==> src/rtl/seg_biu_pkg.sv <==
package seg_biu_pkg;
   typedef enum logic [1:0] {
      SEG_CODE  = 2'd0,
      SEG_DATA  = 2'd1,
      SEG_STACK = 2'd2,
      SEG_EXTRA = 2'd3
   } seg_sel_e;

   typedef enum logic [1:0] {
      BUS_IDLE  = 2'd0,
      BUS_FETCH = 2'd1,
      BUS_DATA  = 2'd2
   } bus_state_e;
endpackage

==> src/rtl/seg_addr_gen.sv <==
module seg_addr_gen #(
   parameter int SEG_W  = 16,
   parameter int OFF_W  = 16,
   parameter int SHIFT  = 4,
   parameter int ADDR_W = 20
) (
   input  logic [SEG_W-1:0]  seg,
   input  logic [OFF_W-1:0]  off,
   output logic [ADDR_W-1:0] phys
);
   logic [ADDR_W-1:0] base;

   initial begin
      if (SEG_W + SHIFT < ADDR_W)
         $fatal(1, "seg_addr_gen: shifted base narrower than address");
      if (OFF_W > ADDR_W)
         $fatal(1, "seg_addr_gen: offset wider than address");
   end

   generate
      if (SHIFT == 0) begin : g_flat
         assign base = ADDR_W'(seg);
      end else begin : g_shifted
         assign base = ADDR_W'({seg, {SHIFT{1'b0}}});
      end
   endgenerate

   // sum is truncated to ADDR_W, wrapping modulo 2^ADDR_W
   assign phys = base + ADDR_W'(off);
endmodule

==> src/rtl/pf_byte_queue.sv <==
module pf_byte_queue #(
   parameter int DATA_W = 8,
   parameter int DEPTH  = 6
) (
   input  logic              clk,
   input  logic              rst_n,
   input  logic              clear,
   input  logic              push,
   input  logic [DATA_W-1:0] push_data,
   input  logic              pop,
   output logic [DATA_W-1:0] head,
   output logic              empty,
   output logic              full
);
   localparam int PTR_W = (DEPTH > 1) ? $clog2(DEPTH) : 1;
   localparam int CNT_W = $clog2(DEPTH + 1);
   localparam bit POW2  = (DEPTH == (1 << PTR_W));

   logic [DATA_W-1:0] slots [DEPTH];
   logic [PTR_W-1:0]  rd_ptr, wr_ptr, rd_nxt, wr_nxt;
   logic [CNT_W-1:0]  count;
   logic              do_push, do_pop;

   initial begin
      if (DEPTH < 2) $fatal(1, "pf_byte_queue: DEPTH must be at least 2");
   end

   assign empty   = (count == '0);
   assign full    = (count == CNT_W'(DEPTH));
   assign do_push = push && !full;
   assign do_pop  = pop && !empty;
   assign head    = slots[rd_ptr];

   generate
      if (POW2) begin : g_wrap_free
         assign rd_nxt = rd_ptr + 1'b1;
         assign wr_nxt = wr_ptr + 1'b1;
      end else begin : g_wrap_cmp
         assign rd_nxt = (rd_ptr == PTR_W'(DEPTH - 1)) ? '0 : rd_ptr + 1'b1;
         assign wr_nxt = (wr_ptr == PTR_W'(DEPTH - 1)) ? '0 : wr_ptr + 1'b1;
      end
   endgenerate

   always_ff @(posedge clk) begin
      if (!rst_n || clear) begin
         rd_ptr <= '0;
         wr_ptr <= '0;
         count  <= '0;
      end else begin
         if (do_push) wr_ptr <= wr_nxt;
         if (do_pop)  rd_ptr <= rd_nxt;
         count <= count + CNT_W'(do_push) - CNT_W'(do_pop);
      end
   end

   always_ff @(posedge clk) begin
      if (do_push && !clear) slots[wr_ptr] <= push_data;
   end

   // the sequencer never completes a fetch into a full queue
   no_push_full_chk: assert property (@(posedge clk) disable iff (!rst_n)
      push |-> !full);

   // an unmatched pop on an empty queue leaves it empty
   pop_empty_chk: assert property (@(posedge clk) disable iff (!rst_n)
      (pop && empty && !push && !clear) |=> empty);
endmodule

==> src/rtl/biu_bus_seq.sv <==
module biu_bus_seq
   import seg_biu_pkg::*;
#(
   parameter int ADDR_W = 20,
   parameter int DATA_W = 8
) (
   input  logic              clk,
   input  logic              rst_n,
   input  logic              flush,
   input  logic              room,
   input  logic [ADDR_W-1:0] fetch_addr,
   input  logic              dat_req,
   input  logic              dat_we,
   input  logic [ADDR_W-1:0] dat_addr,
   input  logic [DATA_W-1:0] dat_wdata,
   input  logic              mem_ready,
   input  logic [DATA_W-1:0] mem_rdata,
   output logic              mem_req,
   output logic              mem_we,
   output logic [ADDR_W-1:0] mem_addr,
   output logic [DATA_W-1:0] mem_wdata,
   output logic              push,
   output logic [DATA_W-1:0] push_data,
   output logic              dat_done,
   output logic [DATA_W-1:0] dat_rdata
);
   bus_state_e state;

   assign mem_req   = (state != BUS_IDLE);
   assign push      = (state == BUS_FETCH) && mem_ready && !flush;
   assign push_data = mem_rdata;

   always_ff @(posedge clk) begin
      if (!rst_n) begin
         state     <= BUS_IDLE;
         mem_we    <= 1'b0;
         mem_addr  <= '0;
         mem_wdata <= '0;
         dat_done  <= 1'b0;
         dat_rdata <= '0;
      end else begin
         dat_done <= 1'b0;
         unique case (state)
            BUS_IDLE: begin
               if (!flush) begin
                  if (dat_req && !dat_done) begin
                     state     <= BUS_DATA;
                     mem_addr  <= dat_addr;
                     mem_we    <= dat_we;
                     mem_wdata <= dat_wdata;
                  end else if (room) begin
                     state    <= BUS_FETCH;
                     mem_addr <= fetch_addr;
                     mem_we   <= 1'b0;
                  end
               end
            end
            BUS_FETCH: begin
               if (flush || mem_ready) state <= BUS_IDLE;
            end
            BUS_DATA: begin
               if (mem_ready) begin
                  state    <= BUS_IDLE;
                  dat_done <= 1'b1;
                  if (!mem_we) dat_rdata <= mem_rdata;
               end
            end
            default: state <= BUS_IDLE;
         endcase
      end
   end


   bus_hold_chk: assert property (@(posedge clk) disable iff (!rst_n)
      (mem_req && !mem_ready && !flush) |=>
         (mem_req && $stable(mem_addr) && $stable(mem_we)));


   data_done_chk: assert property (@(posedge clk) disable iff (!rst_n)
      dat_done |-> $past(mem_req && mem_ready && state == BUS_DATA));
endmodule

==> src/rtl/seg_prefetch_biu.sv <==
module seg_prefetch_biu
   import seg_biu_pkg::*;
#(
   parameter int SEG_W     = 16,
   parameter int OFF_W     = 16,
   parameter int SEG_SHIFT = 4,
   parameter int ADDR_W    = 20,
   parameter int DATA_W    = 8,
   parameter int Q_DEPTH   = 6
) (
   input  logic              clk,
   input  logic              rst_n,
   input  logic              seg_wr_en,
   input  logic [1:0]        seg_wr_sel,
   input  logic [SEG_W-1:0]  seg_wr_val,
   input  logic              flush,
   input  logic [OFF_W-1:0]  flush_ip,
   input  logic              flush_cs_en,
   input  logic [SEG_W-1:0]  flush_cs,
   input  logic              q_pop,
   output logic [DATA_W-1:0] q_byte,
   output logic              q_empty,
   input  logic              dat_req,
   input  logic              dat_we,
   input  logic [1:0]        dat_sel,
   input  logic [OFF_W-1:0]  dat_off,
   input  logic [DATA_W-1:0] dat_wdata,
   output logic              dat_done,
   output logic [DATA_W-1:0] dat_rdata,
   output logic              mem_req,
   output logic              mem_we,
   output logic [ADDR_W-1:0] mem_addr,
   output logic [DATA_W-1:0] mem_wdata,
   input  logic [DATA_W-1:0] mem_rdata,
   input  logic              mem_ready
);
   localparam int NUM_SEG = 4;
   localparam int SEL_W   = $clog2(NUM_SEG);

   logic [SEG_W-1:0]  seg_q [NUM_SEG];
   logic [OFF_W-1:0]  ip_q;
   logic [ADDR_W-1:0] fetch_addr, dat_addr;
   logic              q_full, push;
   logic [DATA_W-1:0] push_data;

   // segment bases; the code base also takes the flush load
   generate
      for (genvar g = 0; g < NUM_SEG; g++) begin : g_seg
         logic [SEG_W-1:0] base_r;
         logic             wr_hit;
         assign wr_hit = seg_wr_en && (seg_wr_sel == SEL_W'(g));
         if (g == int'(SEG_CODE)) begin : g_code
            always_ff @(posedge clk) begin
               if (!rst_n)                    base_r <= '0;
               else if (flush && flush_cs_en) base_r <= flush_cs;
               else if (wr_hit)               base_r <= seg_wr_val;
            end
         end else begin : g_plain
            always_ff @(posedge clk) begin
               if (!rst_n)      base_r <= '0;
               else if (wr_hit) base_r <= seg_wr_val;
            end
         end
         assign seg_q[g] = base_r;
      end
   endgenerate

   always_ff @(posedge clk) begin
      if (!rst_n)     ip_q <= '0;
      else if (flush) ip_q <= flush_ip;
      else if (push)  ip_q <= ip_q + 1'b1;
   end

   seg_addr_gen #(
      .SEG_W(SEG_W), .OFF_W(OFF_W), .SHIFT(SEG_SHIFT), .ADDR_W(ADDR_W)
   ) i_fetch_agen (
      .seg(seg_q[SEG_CODE]), .off(ip_q), .phys(fetch_addr)
   );

   seg_addr_gen #(
      .SEG_W(SEG_W), .OFF_W(OFF_W), .SHIFT(SEG_SHIFT), .ADDR_W(ADDR_W)
   ) i_data_agen (
      .seg(seg_q[dat_sel]), .off(dat_off), .phys(dat_addr)
   );

   pf_byte_queue #(
      .DATA_W(DATA_W), .DEPTH(Q_DEPTH)
   ) i_queue (
      .clk(clk), .rst_n(rst_n), .clear(flush),
      .push(push), .push_data(push_data),
      .pop(q_pop), .head(q_byte), .empty(q_empty), .full(q_full)
   );

   biu_bus_seq #(
      .ADDR_W(ADDR_W), .DATA_W(DATA_W)
   ) i_seq (
      .clk(clk), .rst_n(rst_n), .flush(flush), .room(!q_full),
      .fetch_addr(fetch_addr),
      .dat_req(dat_req), .dat_we(dat_we), .dat_addr(dat_addr),
      .dat_wdata(dat_wdata),
      .mem_ready(mem_ready), .mem_rdata(mem_rdata),
      .mem_req(mem_req), .mem_we(mem_we), .mem_addr(mem_addr),
      .mem_wdata(mem_wdata),
      .push(push), .push_data(push_data),
      .dat_done(dat_done), .dat_rdata(dat_rdata)
   );


   flush_empty_chk: assert property (@(posedge clk) disable iff (!rst_n)
      flush |=> q_empty);
endmodule

==> config.mk <==
export PLATFORM = sky130hd
export DESIGN_NAME = seg_prefetch_biu
export DESIGN_NICKNAME = d
export VERILOG_FILES = /design/src/rtl/seg_biu_pkg.sv /design/src/rtl/seg_addr_gen.sv /design/src/rtl/pf_byte_queue.sv /design/src/rtl/biu_bus_seq.sv /design/src/rtl/seg_prefetch_biu.sv
export SDC_FILE = /design/constraint.sdc
export NUM_CORES = 1
export LEC_CHECK = 0
export BUFFER_PORTS_ARGS = -buffer_cell sky130_fd_sc_hd__buf_2
export CAP_MARGIN = 15
export CORE_UTILIZATION = 45
export CTS_CLUSTER_SIZE = 28
export DETAILED_ROUTE_END_ITERATION = 6
export MAX_ROUTING_LAYER = met4
export PLACE_DENSITY = 0.66
export SLEW_MARGIN = 15
export SYNTH_ARGS = -nofsm -noshare
export SYNTH_HDL_FRONTEND = slang
export SYNTH_SLANG_ARGS = --single-unit
export TNS_END_PERCENT = 30
==> constraint.sdc <==
create_clock -name clk -period 3.9 [get_ports clk]
set_clock_uncertainty 0.15 [all_clocks]
set_input_delay 0 -clock clk [delete_from_list [all_inputs] [get_ports clk]]
set_output_delay 0 -clock clk [all_outputs]
set_load 0.03 [all_outputs]
==> metrics.cfg <==
[grt]
grt_antenna_before_repair=0
overflow=0
track_usage=0.2419
grt_max_degree=91
grt_pass1_vias=7291
grt_pass1_wl_microns=37050

[logic_synthesis]
yosysWarnings=0
synth_fp_nets=1059
synth-seq-cells=180
syn_inst=936
syn-mean-instance-area_sq_um=9.560
syn_area_sq_um=8949
synth-seq-area-share=0.4564
synth_ff_type=dfxtp_1
async_flop_share=0
synth_cell_types=59
synth_edf_count=48

[detailed_routing]
viasPerCell=5.267
dr_total_vias=7500
drt_first_pass_iters=7
drt_first_iter_violations=429
ant_nets=0
drc=0
detail_route.wl_per_cell_microns=16.26
drt-total-wl_microns=23150

[floorplan]
die_y_microns=143.0
dieArea_sq_um=20450
rows=51
start_util=0.4598
ioPinCount=141
core_area_sq_um=19460
die_w_microns=143.0

[timing]
worstMarginPinSlew_ns=1.027
finalHoldViolCount=0
fin_crit_ns=2.821
fin_setup_tns_ns=0
max_slew_margin=0.3143
holdWs_ns=0.01963
period_share=0.7232
setup_viol=0
rsz0062_at_grt=no
max_freq_mhz=354.5
final_max_slew_viol_count=0

[worst_setup_path]
crit_top_cell=a21oi_1
crit_slowest_cell=mux4_2
cp_cell_sequence=mux4_2 > ha_1 > a211oi_1 > o21bai_1 > a21oi_1 > o21ai_1 > a221oi_2 > xor2_1 > a21oi_1
start_kind=flip-flop
critical_path_class=flip-flop to flip-flop
endpoint_kind=flip-flop
critical_path_buf_inv_count=0
cp_top_family=compound AO/OA/AOI/OAI gates
crit_fanout=4
slowest_delay_ns=0.48
crit_required_ns=4.07
worstPathArrival_ns=2.99

[finish]
layout_common_cells=nand2_1 (185), buf_2 (140), dfxtp_1 (132)
antenna_cells=0
layout_commonest_cell=nand2_1
final_nets=1269
layout-drive-gt1-share=0.1907
nFillCells=1653
syn_to_final_growth_pct=27.53

[clock_network]
cts_root_buffer=clkbuf_16
cts_resized=0
cts_made_buffers=17
worst_skew_pair.late_latency_ns=0.43
ctsHtreeMaxLevel=4
clock_sinks=180
clk_pin_slew_ns=0.07
cts_tree=yes
clockBufferDepth=2

[power]
p_leak_nw=4.695
vdd_drop_max_v=0.0002967
power_density_nw_per_um2=393.6

[placement]
io_buffer_count=140
gp_congestion=0.8760
dp_hpwl_microns=16050

[min_path]
hp-class=input port to flip-flop

[outcome]
status=finished, final reports clean

[run]
drv_cap=0

[state kept, by name (all words and copies together) (netlist names), named ones only]
register         cells
i_queue.count        3
i_queue.slots       48
ip_q                16
i_seq.mem_addr      20
i_seq.dat_rdata      8
i_seq.mem_wdata      8
i_queue.rd_ptr       3
i_seq.mem_we         1
i_seq.dat_done       1
i_queue.wr_ptr       3
i_seq.state          2
g_seg.base_r        64
[metal layers]
metal / GRT usage / vias up / share of wire
li1: - / 3748 / -
met1: 0.2953 / 3544 / 0.45
met3: 0.03622 / 34 / 0.032
met4: 0.09734 / 0 / 0.032
met2: 0.4010 / 174 / 0.49
met5: - / - / 0
[synthesized netlist by cell type (2+ instances only)]
cell / number / area share
a211oi_1: 6 / 0.0050
a21boi_0: 56 / 0.047
a21o_1: 6 / 0.0050
a21oi_1: 40 / 0.022
a221oi_1: 2 / 0.0020
a31oi_1: 3 / 0.0021
and2_1: 14 / 0.0098
and3_1: 9 / 0.0063
buf_2: 8 / 0.0045
clkbuf_1: 46 / 0.019
dfxtp_1: 132 / 0.30
edfxtp_1: 48 / 0.16
fa_1: 3 / 0.0067
ha_1: 27 / 0.038
inv_1: 18 / 0.0075
mux2i_1: 17 / 0.019
mux4_2: 24 / 0.060
nand2_1: 185 / 0.078
nand2b_1: 11 / 0.0077
nand3_1: 52 / 0.029
nand4_1: 4 / 0.0028
nor2_1: 43 / 0.018
nor2b_1: 17 / 0.012
nor3_1: 8 / 0.0045
nor3b_1: 3 / 0.0025
nor4_1: 2 / 0.0014
o211a_1: 27 / 0.030
o211ai_1: 6 / 0.0050
o21a_1: 5 / 0.0042
o21ai_0: 39 / 0.022
o21ai_1: 5 / 0.0028
o221ai_1: 2 / 0.0020
o311ai_0: 2 / 0.0020
o31a_1: 2 / 0.0020
or2_2: 2 / 0.0014
or3_1: 3 / 0.0021
xnor2_1: 20 / 0.020
xor2_1: 18 / 0.018
[where the power goes]
| part | internal [mW] | switching [mW] |
|---|---|---|
| Combinational | 0.293 | 0.370 |
| Sequential | 1.98 | 0.0637 |
| Clock | 0.975 | 0.804 |
[per-stage QoR]
step	power [mW]	std cells	util	worst slack, ns	area, sq um
floorplan	2.467	936	-	1.054	8949
global placement	2.671	1301	0.5081	0.9752	9889
detailed placement	2.678	1301	0.5081	0.9310	9889
CTS	4.514	1424	0.5864	1.105	11410
global route	4.660	1424	0.5864	0.8385	11410
finish	4.491	1424	0.5864	1.079	11410
[cells by family after synthesis]
family          count (synthesis)  synth area share
compound gates                214            0.1669
flops                         180            0.4564
buf+inv                        73           0.03216
fa+ha+maj                      30           0.04446
xor+xnor                       38           0.03719
mux                            42           0.08068
simple gates                  359            0.1822
[tightest hold or removal path, stage by stage]
cell	delay (ns)
buf_2	0.12
o21ai_2	0.19
nand3_1	0.12
o211a_1	0.14
[what timing repair did]
action / CTS / global route
hold buffers: 91 / 0
endpoints found under the hold margin: 159 / 0
endpoints found under the setup margin: 0 / 0
setup buffers: 0 / 0
[worst paths after layout]
path                                         from                         endpoint  slack [ns]  depth (start not counted)
hold reg to reg    i_seq.mem_addr[5]$_SDFFE_PN0P_   i_seq.mem_addr[5]$_SDFFE_PN0P_        0.31                          2
setup reg to reg  g_seg[0].base_r[1]$_SDFFE_PN0P_  i_seq.mem_addr[13]$_SDFFE_PN0P_        1.08                          9
hold / removal                      seg_wr_sel[1]  g_seg[0].base_r[3]$_SDFFE_PN0P_        0.02                          4
setup / recovery  g_seg[0].base_r[1]$_SDFFE_PN0P_  i_seq.mem_addr[13]$_SDFFE_PN0P_        1.08                          9
[cell type report]
| cell class | instances | area [sq um] | share of cell area |
|---|---|---|---|
| timing repair buffer | 246 | 1737 | 0.1522 |
| clock buffer | 17 | 425.4 | 0.03728 |
| inverter | 18 | 67.56 | 0.005920 |
| multi-input combinational | 683 | 4581 | 0.4014 |
| tap | 265 | 331.6 | 0.02905 |
| clock inverter | 15 | 186.4 | 0.01634 |
| sequential | 180 | 4084 | 0.3579 |
No activity file was read; power rests on OpenSTA's default activity.
